File: config.mk
export PLATFORM = sky130hd
export DESIGN_NAME = pmc_ctrl
export DESIGN_NICKNAME = d
export VERILOG_FILES = /design/src/rtl/pmc_pkg.sv /design/src/rtl/pmc_legality.sv /design/src/rtl/pmc_state.sv /design/src/rtl/pmc_mode_decode.sv /design/src/rtl/pmc_readback.sv /design/src/rtl/pmc_ctrl.sv
export SDC_FILE = /design/constraint.sdc
export NUM_CORES = 1
export LEC_CHECK = 0
export BUFFER_PORTS_ARGS = -buffer_cell sky130_fd_sc_hd__buf_2
export CORE_MARGIN = 4
export CORE_UTILIZATION = 33
export CTS_BUF_LIST = sky130_fd_sc_hd__clkbuf_16
export CTS_CLUSTER_DIAMETER = 120
export CTS_CLUSTER_SIZE = 16
export DETAILED_ROUTE_END_ITERATION = 10
export PLACE_DENSITY = 0.85
export SLEW_MARGIN = 5
export SYNTH_ARGS = -nofsm -noshare
export SYNTH_HDL_FRONTEND = slang
export SYNTH_SLANG_ARGS = --single-unit
File: constraint.sdc
create_clock -name clk_i -period 2.45 [get_ports clk_i]
set_input_delay 0.1225 -clock clk_i [delete_from_list [all_inputs] [get_ports clk_i]]
set_output_delay 0.1225 -clock clk_i [all_outputs]
set_load 0.03 [all_outputs]
File: src/rtl/pmc_pkg.sv
package pmc_pkg;
  localparam int unsigned XLEN = 64;

  localparam int unsigned C0_PE  = 0;
  localparam int unsigned C0_WP  = 16;
  localparam int unsigned C0_PG  = 31;
  localparam int unsigned C4_PSE = 4;
  localparam int unsigned C4_PAE = 5;
  localparam int unsigned C4_PGE = 7;
  localparam int unsigned FE_LME = 8;
  localparam int unsigned FE_LMA = 10;
  localparam int unsigned FE_NXE = 11;

  typedef enum logic [1:0] {
    MODE_NONE  = 2'd0,
    MODE_P32   = 2'd1,
    MODE_PEXT  = 2'd2,
    MODE_LONG4 = 2'd3
  } pg_mode_e;

  typedef enum logic [1:0] {
    SEL_CTL0 = 2'd0,
    SEL_CTL4 = 2'd1,
    SEL_FEAT = 2'd2,
    SEL_NONE = 2'd3
  } reg_sel_e;

  typedef struct packed {
    logic pe;
    logic wp;
    logic pg;
    logic pse;
    logic pae;
    logic pge;
    logic lme;
    logic nxe;
  } ctl_state_t;
endpackage

File: src/rtl/pmc_legality.sv
module pmc_legality
  import pmc_pkg::*;
#(
  parameter int unsigned DATA_W = XLEN
) (
  input  ctl_state_t        cur_i,
  input  logic              wr_en_i,
  input  logic [1:0]        wr_sel_i,
  input  logic [DATA_W-1:0] wr_data_i,
  output ctl_state_t        cand_o,
  output logic              commit_o,
  output logic              fault_o
);
  logic flt_pe, flt_order, flt_pae_clr, flt_lme_chg, hit;
  ctl_state_t cand;

  always_comb begin
    cand        = cur_i;
    hit         = 1'b0;
    flt_pe      = 1'b0;
    flt_order   = 1'b0;
    flt_pae_clr = 1'b0;
    flt_lme_chg = 1'b0;
    if (wr_en_i) begin
      unique case (reg_sel_e'(wr_sel_i))
        SEL_CTL0: begin
          hit      = 1'b1;
          cand.pe  = wr_data_i[C0_PE];
          cand.wp  = wr_data_i[C0_WP];
          cand.pg  = wr_data_i[C0_PG];
          flt_pe    = cand.pg && !cand.pe;
          // paging turned on with long mode requested but no address extension
          flt_order = cand.pg && !cur_i.pg && !cur_i.pae && cur_i.lme;
        end
        SEL_CTL4: begin
          hit      = 1'b1;
          cand.pse = wr_data_i[C4_PSE];
          cand.pae = wr_data_i[C4_PAE];
          cand.pge = wr_data_i[C4_PGE];
          flt_pae_clr = cur_i.pg && cur_i.lme && !cand.pae;
        end
        SEL_FEAT: begin
          hit      = 1'b1;
          cand.lme = wr_data_i[FE_LME];
          cand.nxe = wr_data_i[FE_NXE];
          flt_lme_chg = cur_i.pg && (cand.lme != cur_i.lme);
        end
        default: ;
      endcase
    end
  end

  assign fault_o  = flt_pe | flt_order | flt_pae_clr | flt_lme_chg;
  assign commit_o = hit & ~fault_o;
  assign cand_o   = cand;

  logic unused_data;
  assign unused_data = ^wr_data_i;
endmodule

File: src/rtl/pmc_state.sv
module pmc_state
  import pmc_pkg::*;
#(
  parameter int unsigned VEC_W     = 8,
  parameter int unsigned CODE_W    = 32,
  parameter int unsigned FAULT_VEC = 13
) (
  input  logic              clk_i,
  input  logic              rst_ni,
  input  ctl_state_t        cand_i,
  input  logic              commit_i,
  input  logic              fault_i,
  output ctl_state_t        state_o,
  output logic              fault_o,
  output logic [VEC_W-1:0]  fault_vec_o,
  output logic [CODE_W-1:0] fault_code_o
);
  localparam logic [VEC_W-1:0] VecVal = VEC_W'(FAULT_VEC);

  ctl_state_t state_q;
  logic       fault_q;

  always_ff @(posedge clk_i or negedge rst_ni) begin
    if (!rst_ni) begin
      state_q <= '0;
      fault_q <= 1'b0;
    end else begin
      fault_q <= fault_i;
      if (commit_i) state_q <= cand_i;
    end
  end

  assign state_o      = state_q;
  assign fault_o      = fault_q;
  assign fault_vec_o  = fault_q ? VecVal : '0;
  assign fault_code_o = '0;
endmodule

File: src/rtl/pmc_mode_decode.sv
module pmc_mode_decode
  import pmc_pkg::*;
(
  input  ctl_state_t state_i,
  output pg_mode_e   mode_o,
  output logic       eff_wp_o,
  output logic       eff_pse_o,
  output logic       eff_pge_o,
  output logic       eff_nxe_o,
  output logic       lma_o
);
  always_comb begin
    if (!state_i.pg)       mode_o = MODE_NONE;
    else if (!state_i.pae) mode_o = MODE_P32;
    else if (!state_i.lme) mode_o = MODE_PEXT;
    else                   mode_o = MODE_LONG4;
  end

  assign eff_wp_o  = state_i.pg & state_i.wp;
  assign eff_pge_o = state_i.pg & state_i.pge;
  assign eff_pse_o = (mode_o == MODE_P32) & state_i.pse;
  assign eff_nxe_o = ((mode_o == MODE_PEXT) | (mode_o == MODE_LONG4)) & state_i.nxe;
  assign lma_o     = state_i.pg & state_i.lme;
endmodule

File: src/rtl/pmc_readback.sv
module pmc_readback
  import pmc_pkg::*;
#(
  parameter int unsigned DATA_W = XLEN
) (
  input  ctl_state_t        state_i,
  input  logic              lma_i,
  input  logic [1:0]        rd_sel_i,
  output logic [DATA_W-1:0] rd_data_o
);
  logic [DATA_W-1:0] img_c0, img_c4, img_fe;

  always_comb begin
    img_c0 = '0;
    img_c4 = '0;
    img_fe = '0;
    img_c0[C0_PE]  = state_i.pe;
    img_c0[C0_WP]  = state_i.wp;
    img_c0[C0_PG]  = state_i.pg;
    img_c4[C4_PSE] = state_i.pse;
    img_c4[C4_PAE] = state_i.pae;
    img_c4[C4_PGE] = state_i.pge;
    img_fe[FE_LME] = state_i.lme;
    img_fe[FE_LMA] = lma_i;
    img_fe[FE_NXE] = state_i.nxe;
    unique case (reg_sel_e'(rd_sel_i))
      SEL_CTL0: rd_data_o = img_c0;
      SEL_CTL4: rd_data_o = img_c4;
      SEL_FEAT: rd_data_o = img_fe;
      default:  rd_data_o = '0;
    endcase
  end
endmodule

File: src/rtl/pmc_ctrl.sv
module pmc_ctrl
  import pmc_pkg::*;
#(
  parameter int unsigned DATA_W    = XLEN,
  parameter int unsigned VEC_W     = 8,
  parameter int unsigned CODE_W    = 32,
  parameter int unsigned FAULT_VEC = 13
) (
  input  logic              clk_i,
  input  logic              rst_ni,
  input  logic              wr_en_i,
  input  logic [1:0]        wr_sel_i,
  input  logic [DATA_W-1:0] wr_data_i,
  input  logic [1:0]        rd_sel_i,
  output logic [DATA_W-1:0] rd_data_o,
  output logic [1:0]        mode_o,
  output logic              eff_wp_o,
  output logic              eff_pse_o,
  output logic              eff_pge_o,
  output logic              eff_nxe_o,
  output logic              lma_o,
  output logic              fault_o,
  output logic [VEC_W-1:0]  fault_vec_o,
  output logic [CODE_W-1:0] fault_code_o
);
  ctl_state_t state_w, cand_w;
  logic       commit_w, fault_w;
  pg_mode_e   mode_w;

  pmc_legality #(.DATA_W(DATA_W)) u_legal (
    .cur_i    (state_w),
    .wr_en_i  (wr_en_i),
    .wr_sel_i (wr_sel_i),
    .wr_data_i(wr_data_i),
    .cand_o   (cand_w),
    .commit_o (commit_w),
    .fault_o  (fault_w)
  );

  pmc_state #(.VEC_W(VEC_W), .CODE_W(CODE_W), .FAULT_VEC(FAULT_VEC)) u_state (
    .clk_i       (clk_i),
    .rst_ni      (rst_ni),
    .cand_i      (cand_w),
    .commit_i    (commit_w),
    .fault_i     (fault_w),
    .state_o     (state_w),
    .fault_o     (fault_o),
    .fault_vec_o (fault_vec_o),
    .fault_code_o(fault_code_o)
  );

  pmc_mode_decode u_dec (
    .state_i  (state_w),
    .mode_o   (mode_w),
    .eff_wp_o (eff_wp_o),
    .eff_pse_o(eff_pse_o),
    .eff_pge_o(eff_pge_o),
    .eff_nxe_o(eff_nxe_o),
    .lma_o    (lma_o)
  );

  pmc_readback #(.DATA_W(DATA_W)) u_rd (
    .state_i  (state_w),
    .lma_i    (lma_o),
    .rd_sel_i (rd_sel_i),
    .rd_data_o(rd_data_o)
  );

  assign mode_o = mode_w;
endmodule

==> results.yml, run 1 <==
power_and_ir_drop:
  p_sw_uw: 406.0
  p_int_uw: 467.6
  power_frac_seq_pct: 24.9
  ir_drop_mv: 0.6470
  pwr-share-clk_pct: 32.0
  p_per_area_nw_per_um2: 711.0
  power.leakage_nw: 0.7533
  comb_power_share_pct: 43.1
  swShare_pct: 46.48
detailed_routing:
  wl_per_cell_um: 9.004
  post-route-drc-count: 0
  vias: 785
  firstDrtPassIters: 2
  first_iter_violations: 6
  viasPerCell: 3.326
  antenna_left: 0
  finalWirelength_um: 2125
synthesis:
  synth-seq-cells: 9
  avgSynthCellArea_um2: 8.344
  synth_area_um2: 1285
  synth_edf_count: 0
  syn_inst: 154
  ys.flop_type: "dfrtp_1"
  synthArstFlopShare_pct: 100.0
  synth_cell_type_count: 24
  yosysWarningCount: 0
  synth-seq-area-share_pct: 17.53
worst_setup_path:
  r2r_start: "u_state.state_o[5]"
  end_kind: "flip-flop"
  r2r_end: "u_state.state_o[2]"
  ff2ff_path_depth: 3
  ff2ff_setup_slack_ns: 0.91
  startpoint: "u_state.state_o[5]"
  crit_fanout: 15
  start_kind: "flip-flop"
  path_class: "flip-flop to flip-flop"
  endpoint: "u_state.state_o[2]"
  required_ns: 2.56
  cp.arrival_ns: 1.65
place:
  place_inst: 231
  place_congestion: 0.7844
  place_ws_ns: 0.8830
  dpl.hpwl_um: 1991
  portBuffers: 34
floorplan:
  initial_core_util_pct: 34.58
  die_h_um: 70.40
  rows: 22
  die-area_um2: 4956
  num_io_pins: 183
  core-area_um2: 3716
  die_x_um: 70.40
final_layout:
  fin_nets: 260
  final_common_cell: "conb_1"
  synthToLayoutAreaGrowth_pct: -4.382
  layout_common_cells: "conb_1 (92), buf_2 (34), and2_1 (10)"
  n_antenna_cell: 0
  layout-drive-gt1-share_pct: 23.94
  fin_cells: 236
  postLayoutCoreUtil_pct: 33.06
  final.fill_count: 410
global_routing:
  antenna_found_initial: 0
  grt_first_pass_wirelength_um: 2766
  grt_max_degree: 16
  grt_pass1_vias: 602
  grt.total_usage_pct: 6.882
  overflow: 0
clock_tree:
  root_buffer: "clkbuf_16"
  clkSinkCount: 9
  clkTransAtPathRegs_ns: 0.04
  htree_levels: 1
  tritoncts: "yes"
  cts_buffers: 3
  cts_resized: 0
  insertion_delay_ns: 0.23
  cts_buffer_depth: 2
sta:
  final.setup_skew_ns: 0.0001778
  worst_slack_ns: 0.9145
  timing.final.crit_share_pct: 62.67
  timing_hold_violations_final: 0
  tns_ns: 0
  max_clock_freq_ghz: 0.6512
  period_needed_ns: 1.536
  finalSetupViolCount: 0
  holdWs_ns: 0.1043
  rsz0062_at_grt: "false"
  slew_violations: 0
run_status:
  status: "finished, final reports clean"
job:
  drv_cap: 0
hold_path:
  hold_class: "primary input to flip-flop"
==> power by group through the flow <==
stage | Combinational (mW) | Clock, mW | Sequential (mW)
6_report | 0.376 | 0.280 | 0.218
5_1_grt | 0.401 | 0.292 | 0.223
4_1_cts | 0.375 | 0.282 | 0.218
3_5_place_dp | 0.374 | 0 | 0.220
3_3_place_gp | 0.369 | 0 | 0.219
2_1_floorplan | 0.438 | 0 | 0.204
==> stage by stage <==
step                power (mW)  instance area [um2]
floorplan               0.6417                 1627
detailed placement      0.5942                 1140
finish                  0.8736                 1229
global placement        0.5878                 1140
CTS                     0.8760                 1229
global route            0.9148                 1229
==> logic make-up after synthesis <==
kind of cell,Yosys count,synth area share (%)
AND/OR/NAND/NOR,31,16.07
XOR/XNOR,1,0.6817
AO/OA/AOI/OAI,9,4.090
buffers and inverters,97,56.08
other,1,0.2918
multiplexers,6,5.258
flip-flops,9,17.53
==> registers in the layout (all words and copies together), names as in the netlist <==
register         cells
u_state.state_o      8
u_state.fault_o      1
==> worst min-delay path by stage <==
| stage | start | end | slack [ns] | depth (start not counted) |
|---|---|---|---|---|
| after floorplan | rst_ni | u_state.fault_o | -0.17 | 0 |
| after global placement | rst_ni | u_state.state_o[1] | -0.02 | 1 |
| after detailed placement | rst_ni | u_state.state_o[0] | -0.02 | 1 |
| after CTS | wr_data_i[16] | u_state.state_o[6] | 0.11 | 2 |
| after global routing | wr_data_i[16] | u_state.state_o[6] | 0.11 | 2 |
| final | wr_data_i[16] | u_state.state_o[6] | 0.10 | 2 |
==> synth_stat cells (2+ instances only) <==
| master | instances | area, um2 |
|---|---|---|
| and3b_1 | 3 | 26.28 |
| nand2_1 | 4 | 15.01 |
| mux2_2 | 5 | 56.30 |
| nor3_2 | 2 | 20.02 |
| nor2b_1 | 2 | 12.51 |
| o21ai_0 | 5 | 25.02 |
| nor2_1 | 3 | 11.26 |
| nor3b_1 | 2 | 15.01 |
| buf_4 | 95 | 713.2 |
| dfrtp_1 | 9 | 225.2 |
| or3b_1 | 2 | 17.52 |
| and2_1 | 10 | 62.56 |
==> layer usage <==
metal / vias to the layer above / routed length, um / global-route usage [%]
met1: 352 / 579 / 5.806
met2: 56 / 1261 / 14.66
met4: 0 / 6 / 1.915
li1: 375 / - / -
met5: - / 0 / 0
met3: 2 / 279 / 2.158
==> cell type report <==
| class | count | area [um2] | share of cell area, % |
|---|---|---|---|
| clock buffer | 3 | 75.07 | 6.110 |
| timing repair buffer | 35 | 180.2 | 14.66 |
| multi-input combinational | 139 | 680.7 | 55.40 |
| sequential | 9 | 225.2 | 18.33 |
| inverter | 1 | 3.754 | 0.3055 |
| tap | 48 | 60.06 | 4.888 |
| clock inverter | 1 | 3.754 | 0.3055 |
==> worst max-delay path: stages, from the launching register on <==
cell and delay (ns):
dfrtp_1 0.50, and3b_1 0.26, nor3_2 0.28, mux2_2 0.38
==> timing repair <==
| item | in CTS | in global routing |
|---|---|---|
| endpoints found under the hold margin | 9 | 0 |
| setup buffers | 0 | 0 |
| hold buffers | 1 | 0 |
Note: power is estimated with default switching activity, not from simulation.
==> inputs of run 2 (changes only) <==
- CORE_UTILIZATION: 33 -> 28
- PLACE_DENSITY: 0.85 -> 0.77
- clock period: 2.45 -> 1.4 ns (I/O delays scaled with it)
==> run 2 against run 1 <==
- count of clock-buffer cells in the layout unchanged
- register-to-register slack worse by 0.84 ns
- first-iteration DRC count up 120%
- clock power up 75%
- hold slack worse by 0.044 ns
- clock skew up 0.0015 ns
- setup slack worse by 0.85 ns
- sequential cell count unchanged
- largest cell class unchanged
- routed wire length up 8.3%
- sequential share of layout area down 0.84 points
- final area up 4.8%
==> results.yml, run 2 (synthesis gave the netlist of run 1 again) <==
run_status:
  status: "finished, final reports clean"
final_layout:
  n_antenna_cell: 0
  fin_cells: 245
  synthToLayoutAreaGrowth_pct: 0.1944
  layout-drive-gt1-share_pct: 25.91
  largest_reg_flops: 8
  fin_nets: 265
  layout_common_cells: "conb_1 (92), buf_2 (33), and2_1 (10)"
  final_common_cell: "conb_1"
place:
  dpl.hpwl_um: 2115
  portBuffers: 34
  place_inst: 240
  place_congestion: 0.8165
hold_path:
  hold_class: "primary input to flip-flop"
worst_setup_path:
  crit_family: "flip-flops"
  path_class: "flip-flop to primary output"
  start_kind: "flip-flop"
  crit_buf_inv: 2
  crit_top_cell: "buf_6"
  crit_fanout: 9
  worstPathCellList: "buf_6 -> and2_1 -> and3b_1 -> buf_6"
  cp.arrival_ns: 1.27
  worst_path_max_delay_cell: "dfrtp_1"
  required_ns: 1.33
  end_kind: "primary output"
  slowest_delay_ns: 0.41
floorplan:
  die_h_um: 75.75
  die_x_um: 75.75
  num_io_pins: 183
  initial_core_util_pct: 29.31
  core-area_um2: 4384
  rows: 24
  die-area_um2: 5737
sta:
  slew_violations: 0
  timing_hold_violations_final: 0
  period_needed_ns: 1.340
  rsz0062_at_grt: "false"
  timing.final.crit_share_pct: 95.75
  finalSetupViolCount: 0
  final.setup_skew_ns: 0.001673
  max_clock_freq_ghz: 0.7460
global_routing:
  grt_first_pass_wirelength_um: 2891
  grt_pass1_vias: 631
  grtUsageMet2_pct: 12.55
  grt_max_degree: 10
  use_met1_pct: 7.369
  top_usage_layer: "met2"
  antenna_found_initial: 0
  use_met3_pct: 0.3958
  overflow: 0
  grt.total_usage_pct: 6.576
power_and_ir_drop:
  power.leakage_nw: 0.7807
  p_per_area_nw_per_um2: 1236
  p_total_mw: 1.591
  ir_drop_mv: 0.7575
clock_tree:
  tritoncts: "yes"
  cts_buffers: 3
  htree_levels: 1
  cts_buffer_depth: 2
  cts_setup_buffers: 0
  clkTransAtPathRegs_ns: 0.04
  root_buffer: "clkbuf_16"
  insertion_delay_ns: 0.23
  clkSinkCount: 9
detailed_routing:
  antenna_left: 0
  post-route-drc-count: 0
  vias: 803
  first_iter_violations: 13
  wl_per_cell_um: 9.392
  firstDrtPassIters: 4
  finalWirelength_um: 2301
  viasPerCell: 3.278
job:
  drv_cap: 0
==> run 2: cell types whose count changed in the layout (fill, tap and decap cells not counted) <==
| cell | change |
|---|---|
| nor3_2 | -1 |
| buf_6 | +2 |
| nor3_4 | +1 |
| a21boi_0 | -1 |
| a21boi_1 | +1 |
| buf_2 | -1 |
| buf_4 | +4 |
==> run 2: layout make-up <==
cell class                      instances  area (um2)
Clock inverter                          1       3.754
Fill cell                             490        3097
Timing Repair Buffer                   40       227.7
Tap cell                               52       65.06
Multi-Input combinational cell        139       686.9
Inverter                                1       3.754
Clock buffer                            3       75.07
Sequential cell                         9       225.2
==> run 2: per-layer routing <==
| layer | wire [um] | vias to the layer above |
|---|---|---|
| met5 | 0 | - |
| li1 | - | 382 |
| met3 | 269 | 2 |
| met4 | 21 | 0 |
| met1 | 691 | 358 |
| met2 | 1318 | 61 |
==> run 2: path summary, 6_finish.rpt <==
path,slack [ns],endpoint,start,cells after the start
max in group asynchronous,1.01,u_state.state_o[4],rst_ni,2
min in group asynchronous,0.21,u_state.state_o[1],rst_ni,2
worst min register to register,0.51,u_state.state_o[6],u_state.state_o[6],1
worst max-delay path,0.06,rd_data_o[10],u_state.state_o[5],4
worst max register to register,0.07,u_state.state_o[0],u_state.state_o[1],4
worst min-delay path,0.06,u_state.state_o[6],wr_data_i[16],2
==> run 2: power by group <==
group	total [mW]	switching [mW]	internal [mW]
combinational	0.744	0.569	0.175
clock	0.490	0.117	0.372
sequential	0.357	0.0409	0.316
==> run 2: timing repair <==
| action | CTS | global route |
|---|---|---|
| endpoints found under the hold margin | 9 | 0 |
| setup endpoints to repair | 4 | 3 |
| pin swaps | 0 | 1 |
| hold buffers | 1 | 0 |
| resized for setup | 2 | 2 |
==> run 2: through the flow <==
step	setup slack (ns)	setup TNS, ns	hold WS [ns]	area (um2)	util [%]
2_1_floorplan	0.1092	0	-0.2256	1627	-
3_3_place_gp	0.02010	0	-0.07324	1182	26.97
3_5_place_dp	-0.007096	-0.01993	-0.06765	1182	26.97
4_1_cts	0.008941	0	0.06667	1280	29.20
5_1_grt	0.005175	0	0.07371	1287	29.37
6_report	0.05951	0	0.06044	1287	29.37
